==> src/rtl/rxd_pkg.sv <==
// Shared definitions for the receive descriptor ring engine: engine states
// and the bit positions of descriptor and status fields that software decodes.
package rxd_pkg;

    typedef enum logic [2:0] {
        ST_IDLE,
        ST_FETCH,
        ST_CHECK,
        ST_RECV,
        ST_WB,
        ST_SUSP
    } rxd_state_e;

    localparam int DESC_WORDS = 4;
    localparam int OWN_BIT    = 31;
    localparam int ES_BIT     = 15;
    localparam int CHAIN_BIT  = 14;
    localparam int FS_BIT     = 9;
    localparam int LS_BIT     = 8;
    localparam int LEN_LSB    = 16;
    localparam int LEN_W      = 14;
    localparam int SIZE_W     = 13;
    localparam int STS_W      = 8;
    localparam int RI_BIT     = 6;
    localparam int RU_BIT     = 7;

endpackage

==> src/rtl/rxd_packer.sv <==
// Byte-to-word assembler for one receive buffer.
// Assumes: start_buf pulses before the first byte of each buffer; a word is
// emitted on lane 3 or when close marks the buffer's final byte, and the
// emitted word is written by the parent in the very next cycle.
module rxd_packer
    import rxd_pkg::*;
#(
    parameter int AW = 16
) (
    input  logic              clk,
    input  logic              rst_n,
    input  logic              start_buf,
    input  logic              take,
    input  logic [7:0]        byte_in,
    input  logic              close,
    input  logic [AW-1:0]     buf_base,
    output logic              wr_pend,
    output logic [AW-1:0]     wr_addr,
    output logic [31:0]       wr_data,
    output logic [SIZE_W-1:0] fill
);

    logic [31:0] acc;
    logic [31:0] merged;

    // Place the incoming byte into its little-endian lane.
    always_comb begin
        merged = acc | ({24'b0, byte_in} << {fill[1:0], 3'b000});
    end

    // Accumulate bytes and hand full or closing words to the memory port.
    always_ff @(posedge clk) begin
        if (!rst_n) begin
            acc     <= '0;
            fill    <= '0;
            wr_pend <= 1'b0;
            wr_addr <= '0;
            wr_data <= '0;
        end else begin
            wr_pend <= 1'b0;
            if (start_buf) begin
                acc  <= '0;
                fill <= '0;
            end else if (take) begin
                fill <= fill + 1'b1;
                if (fill[1:0] == 2'b11 || close) begin
                    wr_pend <= 1'b1;
                    wr_data <= merged;
                    wr_addr <= buf_base + AW'(fill[SIZE_W-1:2]);
                    acc     <= '0;
                end else begin
                    acc <= merged;
                end
            end
        end
    end


    wr_after_lane3_chk: assert property (@(posedge clk) disable iff (!rst_n)
        (take && !start_buf && fill[1:0] == 2'b11) |=> wr_pend);

endmodule

==> src/rtl/rxd_status.sv <==
// Write-one-to-clear status flags of the receive engine.
// Assumes: set_vec pulses for one cycle per event; a set beats a clear of
// the same bit in the same cycle.
module rxd_status
    import rxd_pkg::*;
(
    input  logic             clk,
    input  logic             rst_n,
    input  logic [STS_W-1:0] set_vec,
    input  logic             clr_wr,
    input  logic [STS_W-1:0] clr_data,
    output logic [STS_W-1:0] sts_q
);

    logic [STS_W-1:0] clr_vec;

    // Only a strobed write clears flags.
    always_comb begin
        clr_vec = clr_wr ? clr_data : '0;
    end

    // Hold flags; clear requested bits, then merge new events.
    always_ff @(posedge clk) begin
        if (!rst_n) begin
            sts_q <= '0;
        end else begin
            sts_q <= (sts_q & ~clr_vec) | set_vec;
        end
    end


    ri_set_chk: assert property (@(posedge clk) disable iff (!rst_n)
        set_vec[RI_BIT] |=> sts_q[RI_BIT]);


    ri_clr_chk: assert property (@(posedge clk) disable iff (!rst_n)
        (clr_wr && clr_data[RI_BIT] && !set_vec[RI_BIT]) |=> !sts_q[RI_BIT]);


    ru_set_chk: assert property (@(posedge clk) disable iff (!rst_n)
        set_vec[RU_BIT] |=> sts_q[RU_BIT]);

endmodule

==> src/rtl/rxd_ring_engine.sv <==
// Receive descriptor ring engine: fetches four-word descriptors, checks
// ownership, stores frame bytes into buffers, writes status back and follows
// the chain (or the next contiguous descriptor).
// Assumes: memory read data is valid one cycle after a read request and every
// request is granted at once; buffer sizes are nonzero.
module rxd_ring_engine
    import rxd_pkg::*;
#(
    parameter int AW = 16
) (
    input  logic             clk,
    input  logic             rst_n,
    input  logic             start,
    input  logic [AW-1:0]    ring_base,
    input  logic             rx_valid,
    input  logic [7:0]       rx_data,
    input  logic             rx_last,
    input  logic             rx_err,
    output logic             rx_ready,
    input  logic             poll_wr,
    input  logic             clr_wr,
    input  logic [STS_W-1:0] clr_data,
    output logic [STS_W-1:0] rx_status,
    output logic             mem_req,
    output logic             mem_we,
    output logic [AW-1:0]    mem_addr,
    output logic [31:0]      mem_wdata,
    input  logic [31:0]      mem_rdata
);

    localparam int FC_W = $clog2(DESC_WORDS) + 1;
    localparam int IX_W = $clog2(DESC_WORDS);
    localparam int SZ1  = SIZE_W + 1;

    rxd_state_e        state;
    logic [AW-1:0]     cur;
    logic [31:0]       desc [DESC_WORDS];
    logic [FC_W-1:0]   fcnt;
    logic              rd_v;
    logic [IX_W-1:0]   rd_idx;
    logic              first;
    logic              wb_last;
    logic              err_acc;
    logic [LEN_W-1:0]  flen;
    logic              drop;

    logic              fetch_go;
    logic              wb_go;
    logic              take;
    logic              close;
    logic              start_buf;
    logic [SIZE_W-1:0] buf_size;
    logic [AW-1:0]     buf_base;
    logic [AW-1:0]     next_ptr;
    logic [31:0]       wb_word;
    logic [STS_W-1:0]  set_vec;
    logic [SZ1-1:0]    fill_nx;
    logic              pk_pend;
    logic [AW-1:0]     pk_addr;
    logic [31:0]       pk_data;
    logic [SIZE_W-1:0] fill;
    logic              unused_desc;

    // Decode the current descriptor and the per-cycle control strobes.
    always_comb begin
        buf_size  = desc[1][SIZE_W-1:0];
        buf_base  = desc[2][AW-1:0];
        next_ptr  = desc[1][CHAIN_BIT] ? desc[3][AW-1:0] : cur + AW'(DESC_WORDS);
        rx_ready  = (state == ST_RECV) || (state == ST_SUSP);
        take      = (state == ST_RECV) && rx_valid && !drop;
        fill_nx   = {1'b0, fill} + SZ1'(1);
        close     = rx_last || (fill_nx >= {1'b0, buf_size});
        fetch_go  = (state == ST_FETCH) && (fcnt < FC_W'(DESC_WORDS)) && !pk_pend;
        wb_go     = (state == ST_WB) && !pk_pend;
        start_buf = (state == ST_CHECK) && desc[0][OWN_BIT];
    end

    // Build the status word handed back to software.
    always_comb begin
        wb_word                      = '0;
        wb_word[FS_BIT]              = first;
        wb_word[LS_BIT]              = wb_last;
        wb_word[ES_BIT]              = wb_last && err_acc;
        wb_word[LEN_LSB +: LEN_W]    = wb_last ? flen : '0;
    end

    // Status events raised by the engine.
    always_comb begin
        set_vec         = '0;
        set_vec[RI_BIT] = wb_go && wb_last;
        set_vec[RU_BIT] = (state == ST_CHECK) && !desc[0][OWN_BIT];
    end

    // Memory port: buffer data first, then fetch reads, then status write-back.
    always_comb begin
        mem_req   = 1'b0;
        mem_we    = 1'b0;
        mem_addr  = '0;
        mem_wdata = '0;
        if (pk_pend) begin
            mem_req   = 1'b1;
            mem_we    = 1'b1;
            mem_addr  = pk_addr;
            mem_wdata = pk_data;
        end else if (fetch_go) begin
            mem_req  = 1'b1;
            mem_addr = cur + AW'(fcnt);
        end else if (wb_go) begin
            mem_req   = 1'b1;
            mem_we    = 1'b1;
            mem_addr  = cur;
            mem_wdata = wb_word;
        end
    end

    // Capture fetched descriptor words one cycle after each read.
    always_ff @(posedge clk) begin
        if (!rst_n) begin
            rd_v   <= 1'b0;
            rd_idx <= '0;
            for (int i = 0; i < DESC_WORDS; i++) desc[i] <= '0;
        end else begin
            rd_v   <= fetch_go;
            rd_idx <= fcnt[IX_W-1:0];
            if (rd_v) desc[rd_idx] <= mem_rdata;
        end
    end

    // Engine sequencing: fetch, ownership decision, receive, write-back, suspend.
    always_ff @(posedge clk) begin
        if (!rst_n) begin
            state   <= ST_IDLE;
            cur     <= '0;
            fcnt    <= '0;
            first   <= 1'b1;
            wb_last <= 1'b0;
            err_acc <= 1'b0;
            flen    <= '0;
            drop    <= 1'b0;
        end else begin
            unique case (state)
                ST_IDLE: begin
                    if (start) begin
                        cur     <= ring_base;
                        fcnt    <= '0;
                        first   <= 1'b1;
                        flen    <= '0;
                        err_acc <= 1'b0;
                        drop    <= 1'b0;
                        state   <= ST_FETCH;
                    end
                end
                ST_FETCH: begin
                    if (fetch_go) fcnt <= fcnt + 1'b1;
                    if (rd_v && rd_idx == IX_W'(DESC_WORDS - 1)) state <= ST_CHECK;
                end
                ST_CHECK: begin
                    if (desc[0][OWN_BIT]) begin
                        state <= ST_RECV;
                    end else begin
                        drop    <= drop || !first;
                        first   <= 1'b1;
                        flen    <= '0;
                        err_acc <= 1'b0;
                        state   <= ST_SUSP;
                    end
                end
                ST_RECV: begin
                    if (rx_valid && drop && rx_last) drop <= 1'b0;
                    if (take) begin
                        flen    <= flen + 1'b1;
                        err_acc <= err_acc || rx_err;
                        if (close) begin
                            wb_last <= rx_last;
                            state   <= ST_WB;
                        end
                    end
                end
                ST_WB: begin
                    if (wb_go) begin
                        cur   <= next_ptr;
                        fcnt  <= '0;
                        state <= ST_FETCH;
                        if (wb_last) begin
                            first   <= 1'b1;
                            flen    <= '0;
                            err_acc <= 1'b0;
                        end else begin
                            first <= 1'b0;
                        end
                    end
                end
                ST_SUSP: begin
                    if (rx_valid) drop <= !rx_last;
                    if (poll_wr) begin
                        fcnt  <= '0;
                        state <= ST_FETCH;
                    end
                end
                default: state <= ST_IDLE;
            endcase
        end
    end

    assign unused_desc = ^{desc[0], desc[1], desc[2], desc[3]};

    rxd_packer #(.AW(AW)) u_packer (
        .clk       (clk),
        .rst_n     (rst_n),
        .start_buf (start_buf),
        .take      (take),
        .byte_in   (rx_data),
        .close     (close),
        .buf_base  (buf_base),
        .wr_pend   (pk_pend),
        .wr_addr   (pk_addr),
        .wr_data   (pk_data),
        .fill      (fill)
    );

    rxd_status u_status (
        .clk      (clk),
        .rst_n    (rst_n),
        .set_vec  (set_vec),
        .clr_wr   (clr_wr),
        .clr_data (clr_data),
        .sts_q    (rx_status)
    );


    fetch_addr_chk: assert property (@(posedge clk) disable iff (!rst_n)
        (mem_req && !mem_we) |-> ((mem_addr - cur) < AW'(DESC_WORDS)));


    susp_hold_chk: assert property (@(posedge clk) disable iff (!rst_n)
        (state == ST_SUSP && !poll_wr) |=> (state == ST_SUSP));


    own_return_chk: assert property (@(posedge clk) disable iff (!rst_n)
        (wb_go && mem_req && mem_we) |-> !mem_wdata[OWN_BIT]);


    fill_bound_chk: assert property (@(posedge clk) disable iff (!rst_n)
        take |-> ({1'b0, fill} < {1'b0, buf_size}));

endmodule

==> config.mk <==
export PLATFORM = sky130hd
export DESIGN_NAME = rxd_ring_engine
export DESIGN_NICKNAME = d
export VERILOG_FILES = /design/src/rtl/rxd_pkg.sv /design/src/rtl/rxd_packer.sv /design/src/rtl/rxd_status.sv /design/src/rtl/rxd_ring_engine.sv
export SDC_FILE = /design/constraint.sdc
export NUM_CORES = 1
export LEC_CHECK = 0
export CAP_MARGIN = 25
export CELL_PAD_IN_SITES_DETAIL_PLACEMENT = 1
export CELL_PAD_IN_SITES_GLOBAL_PLACEMENT = 2
export CORE_MARGIN = 2
export CORE_UTILIZATION = 31
export CTS_CLUSTER_SIZE = 10
export DETAILED_ROUTE_END_ITERATION = 8
export GPL_ROUTABILITY_DRIVEN = 0
export PLACE_DENSITY = 0.77
export RECOVER_POWER = 100
export SLEW_MARGIN = 20
export SYNTH_ARGS = -nofsm -noshare
export SYNTH_HDL_FRONTEND = slang
export SYNTH_SLANG_ARGS = --single-unit
==> constraint.sdc <==
create_clock -name clk -period 3.06 [get_ports clk]
set_input_delay 0.459 -clock clk [delete_from_list [all_inputs] [get_ports clk]]
set_output_delay 0.459 -clock clk [all_outputs]
set_load 0.02 [all_outputs]
# Yosys cells after proc, flatten, opt, wreduce, memory -nomap -nowiden
# Memory sizes are Yosys's and may differ from the RTL's.
# Index checks and enable logic that the tools add are counted.
# word_totals
n_memories	1
output_inout_bits	59
ff_bits	145
mem_bits_rw	128
inputBits	72
word_cells	151
# classes
reduce_logical	39
n_bitwise	7
n_mux	60
shift	1
order_cmp	2
n_eq_ne	18
n_addsub	7
# memory_table
name	words	word_bits	read_ports	rd_clocked_by_memory_dff	wr	line_no	source
desc	4	32	4	0	4	rxd_ring_engine.sv:37	logic [31:0] desc [DESC_WORDS];
# ops
op	count
two-way mux 16 bit	6
two-way mux 32 bit	3
two-way mux 14 bit	6
two-way mux 30 bit	2
case mux 14 bit (4 select lines)	1
two-way mux 3 bit	11
OR 32 bit	1
case mux 16 bit (2 select lines)	1
OR reduction 32 bit	1
<< shifter 8 x 5 -> 32 bit	1
two-way mux 1 bit	23
case mux 3 bit (6 select lines)	1
adder 16 x 11 -> 16 bit	1
adder 16 x 3 -> 16 bit	1
adder 16 x 3 -> 16 bit (second input constant)	1
inequality test 2 bit (second input constant)	8
adder 13 x 1 -> 14 bit (second input constant)	1
adder 14 x 1 -> 14 bit (second input constant)	1
greater-or-equal comparator 14 x 13 -> 1 bit	1
adder 13 x 1 -> 13 bit (second input constant)	1
logical AND 1 bit	12
case mux 3 bit (4 select lines)	1
AND reduction 6 bit	2
nonzero test 4 bit	3
other kinds (25)	44

# Logic depth before layout (Yosys ltp)
# depth
word_depth	6
mapped_depth	15
mapped_depth_nobuf	12

# Modules after synthesis
# A second synthesis with hierarchy kept.
# hier_totals
hier_cells	1160
hier_area_um2	10022.1
# modules_own_cells
module	area_per_inst_um2	instances	cells_per_inst	seq_area_each_um2
rxd_ring_engine	5694.2	1	651	2272.2
rxd_packer	4042.6	1	476	1881.8
rxd_status	285.3	1	33	160.2

# Worst setup path before layout
# Ideal clock, no wire load.
# synth_path
path_kind	register to register
start	register u_packer.fill[0]
end	register u_packer.wr_addr[12]
stages_incl_launch_ff	15
setup_ns	0.072
synth_period_minus_slack_ns	3.203
t_arrival_ns	3.131
path_buffers	2
required_ns	2.988
path_slack_ns	-0.143
path_cell_list	dfxtp_1 -> and2_1 -> buf_2 -> nand2b_1 -> nor3_1 -> and3_1 -> xor2_1 -> ha_1 -> a211oi_1 -> o21ai_0 -> a21oi_1 -> o21ai_2 -> o21ai_1 -> buf_2 -> mux2i_1
# synth_via
elab_chain_len	5
elab_cells_between_ends	6
cone_classes	add/sub: 1; order compare: 1; eq/ne: 1; reduce/logical: 3
# synth_rtl
item	line_no	source
start, declared	rxd_packer.sv:20	output logic [SIZE_W-1:0] fill
start signal, assigned	rxd_packer.sv:45	fill <= fill + 1'b1;
adder 13 x 1 -> 14 bit	rxd_ring_engine.sv:71	fill_nx = {1'b0, fill} + SZ1'(1);
named net fill_nx[11]	rxd_ring_engine.sv:57	logic [SZ1-1:0] fill_nx;
greater-or-equal comparator 14 x 13 -> 1 bit	rxd_ring_engine.sv:72	close = rx_last || (fill_nx >= {1'b0, buf_size});
logical OR 1 bit	rxd_ring_engine.sv:72	
logical OR 1 bit	rxd_packer.sv:46	if (fill[1:0] == 2'b11 || close) begin
AND reduction 3 bit (no source line)	n/a	
end signal, assigned	rxd_packer.sv:49	wr_addr <= buf_base + AW'(fill[SIZE_W-1:2]);
end, declared	rxd_packer.sv:18	output logic [AW-1:0] wr_addr,
# The timed path passes the listed nets, and every way through them passes these cells.
# A chain may end at the register's enable or synchronous reset.

# Worst setup path after layout
# layout_path
start	register fcnt[0]
end	output mem_addr[12]
# layout_via
elab_chain_len	5
elab_cells_between_ends	6
cone_classes	add/sub: 1; order compare: 1; mux: 2; reduce/logical: 2
# layout_rtl
item	line_no	source
start, declared	rxd_ring_engine.sv:38	logic [FC_W-1:0] fcnt;
start signal, assigned	rxd_ring_engine.sv:154	if (fetch_go) fcnt <= fcnt + 1'b1;
branches (longest 3 deep; another with adder 16 x 3 -> 16 bit)	n/a	
two-way mux 16 bit *	rxd_ring_engine.sv:105	end else if (fetch_go) begin
two-way mux 16 bit *	rxd_ring_engine.sv:100	if (pk_pend) begin
end, declared	rxd_ring_engine.sv:26	output logic [AW-1:0] mem_addr,
# Mark *: on every way between the ends.

==> report_table.html <==
<table>
<tr><th>Metric</th><th>Value</th></tr>
<tr><th colspan="2">Cells and area</th></tr>
<tr><td>Nets</td><td>1403</td></tr>
<tr><td>Share of layout cells above drive strength 1</td><td>0.1442</td></tr>
<tr><td>Area of all placed cells without fillers</td><td>13220 µm²</td></tr>
<tr><td>Combined area of the multi-input logic cells</td><td>5549 µm²</td></tr>
<tr><td>Commonest cells after routing, fill and taps aside</td><td>136 x sky130_fd_sc_hd__dfxtp_1, 112 x sky130_fd_sc_hd__a21oi_1, 102 x sky130_fd_sc_hd__nand2_1, 72 x sky130_fd_sc_hd__buf_4, 68 x sky130_fd_sc_hd__nor2_1</td></tr>
<tr><td>Layout filler cell count</td><td>3716</td></tr>
<tr><td>Commonest non-fill, non-tap cell in the layout</td><td>sky130_fd_sc_hd__dfxtp_1</td></tr>
<tr><td>Signed area change from the synthesized netlist to the final layout</td><td>30.72%</td></tr>
<tr><td>Final antenna diode count</td><td>0</td></tr>
<tr><td>Combined flip-flop and latch cell area</td><td>4328 µm²</td></tr>
<tr><th colspan="2">CTS</th></tr>
<tr><td>Later-pin clock latency in the skew report</td><td>0.47 ns</td></tr>
<tr><td>TritonCTS clock tree</td><td>built</td></tr>
<tr><td>Buffer type at the clock tree root</td><td>sky130_fd_sc_hd__clkbuf_16</td></tr>
<tr><td>Post-cts hold buffer count</td><td>0</td></tr>
<tr><td>H-tree levels</td><td>4</td></tr>
<tr><td>Number of buffers added by the clock tree synthesis step</td><td>17</td></tr>
<tr><td>Total clock sinks</td><td>192</td></tr>
<tr><td>Maximum root-to-sink buffer count</td><td>2</td></tr>
<tr><td>Clock-pin slew on the worst setup and hold paths</td><td>0.09 ns</td></tr>
<tr><th colspan="2">Logic synthesis</th></tr>
<tr><td>EDFF count, synth</td><td>47</td></tr>
<tr><td>Dominant cell type by area after synthesis</td><td>sky130_fd_sc_hd__dfxtp_1</td></tr>
<tr><td>Post-synth cell types</td><td>67</td></tr>
<tr><td>Ys async rst share</td><td>0</td></tr>
<tr><td>Number of nets in the synthesized netlist</td><td>1255</td></tr>
<tr><td>Summed instance area of the synthesized netlist</td><td>10110 µm²</td></tr>
<tr><td>Dominant synthesized flop cell</td><td>sky130_fd_sc_hd__dfxtp_1</td></tr>
<tr><td>Fraction of the yosys area taken by sequential cells</td><td>0.4266</td></tr>
<tr><td>Leading cell types by total area after synthesis</td><td>sky130_fd_sc_hd__dfxtp_1 29%, sky130_fd_sc_hd__edfxtp_1 14%, sky130_fd_sc_hd__a21oi_1 5.6%</td></tr>
<tr><td>Flip-flop and latch count after synthesis</td><td>192</td></tr>
<tr><td>Syn Inst Count</td><td>1150</td></tr>
<tr><td>Syn Area/Cell</td><td>8.793 µm²</td></tr>
<tr><td>Synth Warn #</td><td>0</td></tr>
<tr><td>Synth top area share</td><td>0.2871</td></tr>
<tr><th colspan="2">Critical path</th></tr>
<tr><td>Worst path cell trace</td><td>ha_4 &gt; inv_2 &gt; fa_2 &gt; nor2b_2 &gt; o2111ai_2 &gt; buf_4 &gt; nor3_4 &gt; buf_4 &gt; buf_6 &gt; nand2_4 &gt; o211ai_1 &gt; buf_4</td></tr>
<tr><td>Nature of the critical path startpoint</td><td>register</td></tr>
<tr><td>Crit path kind</td><td>register to output port</td></tr>
<tr><td>CP most frequent cell</td><td>sky130_fd_sc_hd__buf_4</td></tr>
<tr><td>Worst path arrival time</td><td>2.70 ns</td></tr>
<tr><td>Worst reg2reg path endpoint</td><td>u_packer.wr_data[31]</td></tr>
<tr><td>Endpoint class of the critical path</td><td>output port</td></tr>
<tr><td>Setup slack of the worst register-to-register path</td><td>-0.01 ns</td></tr>
<tr><td>Capturing element of the worst setup path</td><td>mem_addr[12]</td></tr>
<tr><td>CP top delay family</td><td>buffers and inverters</td></tr>
<tr><td>Path length in cells of the critical path</td><td>12</td></tr>
<tr><td>Largest fanout of any net on the critical path</td><td>3</td></tr>
<tr><td>Worst reg-to-reg path cell count</td><td>15</td></tr>
<tr><td>Slowest CP cell</td><td>sky130_fd_sc_hd__fa_2</td></tr>
<tr><td>Beginning of the critical path</td><td>fcnt[0]</td></tr>
<tr><td>Crit path buffers/inverters</td><td>5</td></tr>
<tr><td>Reg-to-reg critical path startpoint</td><td>u_packer.fill[0]</td></tr>
<tr><td>Stage delay of the slowest cell on the critical path</td><td>0.39 ns</td></tr>
<tr><td>Required time of the critical path</td><td>2.60 ns</td></tr>
<tr><th colspan="2">Timing</th></tr>
<tr><td>Clock Skews</td><td>0.01957 ns</td></tr>
<tr><td>Transition time of the tightest slew-check pin</td><td>2.039 ns</td></tr>
<tr><td>Period utilisation layout</td><td>1.032</td></tr>
<tr><td>Worst slew margin relative to its limit</td><td>-0.3592</td></tr>
<tr><td>WHS</td><td>0.3223 ns</td></tr>
<tr><td>Setup ws final</td><td>-0.09942 ns</td></tr>
<tr><td>Final hold violation count</td><td>0</td></tr>
<tr><td>Final sum of negative setup slack</td><td>-0.3532 ns</td></tr>
<tr><td>Clock period minus final worst setup slack</td><td>3.159 ns</td></tr>
<tr><td>Timing-limited maximum frequency</td><td>0.3165 GHz</td></tr>
<tr><td>Number of slew-limit violations in the final report</td><td>41</td></tr>
<tr><td>Count of final setup violators</td><td>9</td></tr>
<tr><td>Setup repair after global routing missed its margin</td><td>true</td></tr>
<tr><th colspan="2">Power</th></tr>
<tr><td>Standby leakage power</td><td>5.478 nW</td></tr>
<tr><td>Design Power</td><td>6.326 mW</td></tr>
<tr><td>VDD IR-drop max</td><td>0.3524 mV</td></tr>
<tr><td>Power per unit of standard cell area</td><td>478.5 nW/µm²</td></tr>
<tr><th colspan="2">Global route</th></tr>
<tr><td>Maximum number of pins on one net before global-route repair</td><td>52</td></tr>
<tr><td>Number of antenna violations at the first check in global routing</td><td>0</td></tr>
<tr><td>First-pass GRT wire length</td><td>50940 µm</td></tr>
<tr><td>Gr ovfl total</td><td>0</td></tr>
<tr><td>GRT Total Usage</td><td>0.1910</td></tr>
<tr><td>Vias in the first global route</td><td>9242</td></tr>
<tr><th colspan="2">Routing</th></tr>
<tr><td>Routed via count divided by cell count</td><td>5.204</td></tr>
<tr><td>Remaining routing DRC violations</td><td>0</td></tr>
<tr><td>DRT antenna net count</td><td>0</td></tr>
<tr><td>Count of vias placed by the detailed router</td><td>9122</td></tr>
<tr><td>Detail-routed net length per standard cell</td><td>19.03 µm</td></tr>
<tr><td>Overall routed net length</td><td>33350 µm</td></tr>
<tr><td>Violation count after the first detailed-route iteration</td><td>476</td></tr>
<tr><td>Router iterations before antenna repair</td><td>5</td></tr>
<tr><th colspan="2">Die</th></tr>
<tr><td>Area of the die</td><td>34080 µm²</td></tr>
<tr><td>Starting density of the core</td><td>0.3132</td></tr>
<tr><td>I/O pin count</td><td>131</td></tr>
<tr><td>Placeable core region</td><td>32290 µm²</td></tr>
<tr><td>Die span in y</td><td>184.6 µm</td></tr>
<tr><td>Number of rows created at floorplan</td><td>66</td></tr>
<tr><td>Die W</td><td>184.6 µm</td></tr>
<tr><th colspan="2">Flow run</th></tr>
<tr><td>Max Cap Viol</td><td>1</td></tr>
<tr><th colspan="2">Min path</th></tr>
<tr><td>Class of the tightest hold or removal check</td><td>input port to register</td></tr>
<tr><th colspan="2">Status</th></tr>
<tr><td>Status</td><td>complete, but fails checks</td></tr>
<tr><td>Failing checks</td><td>max-capacitance violations, max-slew violations, negative setup slack</td></tr>
<tr><th colspan="2">Placed design</th></tr>
<tr><td>Placed instance area</td><td>12160 µm²</td></tr>
<tr><td>Hpwl dp</td><td>23160 µm</td></tr>
<tr><td>IO buf count</td><td>115</td></tr>
</table>
metrics by stage:
stage                     utilization  cells  setup slack (ns)
final                          0.4094   1753          -0.09942
after global routing           0.4094   1753           -0.2122
after CTS                      0.3999   1742           -0.1513
after detailed placement       0.3767   1701           -0.2303
after global placement         0.3767   1701           -0.2165
after floorplan                     -   1150           0.04718
final cells by class:
type,instances,area share
Tap cell,442,0.04184
Sequential cell,192,0.3274
Inverter,37,0.01051
Multi-Input combinational cell,834,0.4198
Clock inverter,15,0.01420
Timing Repair Buffer,216,0.1541
Clock buffer,17,0.03218
layer usage:
metal	GRT usage	up-vias	routed length (µm)
met4	0.04635	0	533
met5	0	-	0
met3	0.03161	37	818
met1	0.2599	4480	15970
li1	-	4463	-
met2	0.3155	142	16030
logic make-up after synthesis:
kind of cell             Yosys count  synth area share
AND/OR/NAND/NOR                  402            0.2021
AO/OA/AOI/OAI                    332            0.2207
XOR/XNOR                          52           0.04504
adder cells (fa/ha/maj)           33           0.04232
flip-flops                       192            0.4266
multiplexers                      15           0.01509
buffers and inverters            124           0.04813
worst min-delay path by stage:
stage | startpoint | to | slack (ns) | cells past startpoint
after floorplan | u_packer.wr_addr[10] | u_packer.wr_addr[10] | 0.43 | 2
after global placement | u_status.sts_q[3] | u_status.sts_q[3] | 0.42 | 2
after detailed placement | u_status.sts_q[1] | u_status.sts_q[1] | 0.43 | 2
after CTS | rst_n | rd_idx[0] | 0.30 | 2
after global routing | rst_n | rd_idx[0] | 0.32 | 2
final | rst_n | rd_idx[0] | 0.32 | 2
power breakdown:
| part | leakage, nW | internal [mW] | switching (mW) |
|---|---|---|---|
| Combinational | 3.52 | 0.449 | 0.673 |
| Sequential | 1.66 | 2.73 | 0.127 |
| Clock | 0.299 | 1.13 | 1.23 |
synthesized netlist by cell type, drive strengths merged (3+ instances only):
cell type,n
nor4,8
edfxtp,47
nand3,32
o311ai,5
dfxtp,145
inv,36
nor2b,8
o21ai,48
xor2,28
nand4,18
o211ai,47
mux2i,13
a211oi,12
clkbuf,60
nand2b,16
and2,51
a31oi,3
ha,31
or3,6
a21oi,115
nor2,70
a211o,3
nor3b,3
o211a,35
nand3b,6
a21o,8
nor3,51
o21a,11
and3,22
nand2,103
a22o,15
xnor2,24
o32ai,9
a2111oi,3
buf,27
o31ai,4
o2111ai,3
flip-flops by register name (all words and copies together), names as in the netlist:
name,cells
desc,47
first,1
u_packer.fill,13
fcnt,3
u_packer.wr_addr,16
drop,1
u_packer.wr_pend,1
cur,16
rd_v,1
u_packer.acc,32
u_packer.wr_data,32
flen,14
state,3
rd_idx,2
wb_last,1
u_status.sts_q,8
err_acc,1
what timing repair did:
action	4_1_cts	5_1_grt
gates resized for setup	68	60
pin swaps	9	22
gates cloned	0	7
setup buffers	9	7
endpoints found under the setup margin	87	113
worst register-to-register path, stage by stage (launching register included):
cell	delay (ns)
sky130_fd_sc_hd__dfxtp_2	0.38
sky130_fd_sc_hd__ha_4	0.14
sky130_fd_sc_hd__and3_4	0.19
sky130_fd_sc_hd__nand4_1	0.13
sky130_fd_sc_hd__nor2_2	0.19
sky130_fd_sc_hd__xor2_2	0.18
sky130_fd_sc_hd__ha_1	0.29
sky130_fd_sc_hd__o21a_1	0.21
sky130_fd_sc_hd__o21a_1	0.18
sky130_fd_sc_hd__a21oi_2	0.10
sky130_fd_sc_hd__buf_2	0.16
sky130_fd_sc_hd__o21a_4	0.18
sky130_fd_sc_hd__a21oi_4	0.09
sky130_fd_sc_hd__buf_12	0.19
sky130_fd_sc_hd__clkbuf_16	0.17
sky130_fd_sc_hd__o211a_1	0.20
Note: power is estimated with default switching activity, not from simulation.
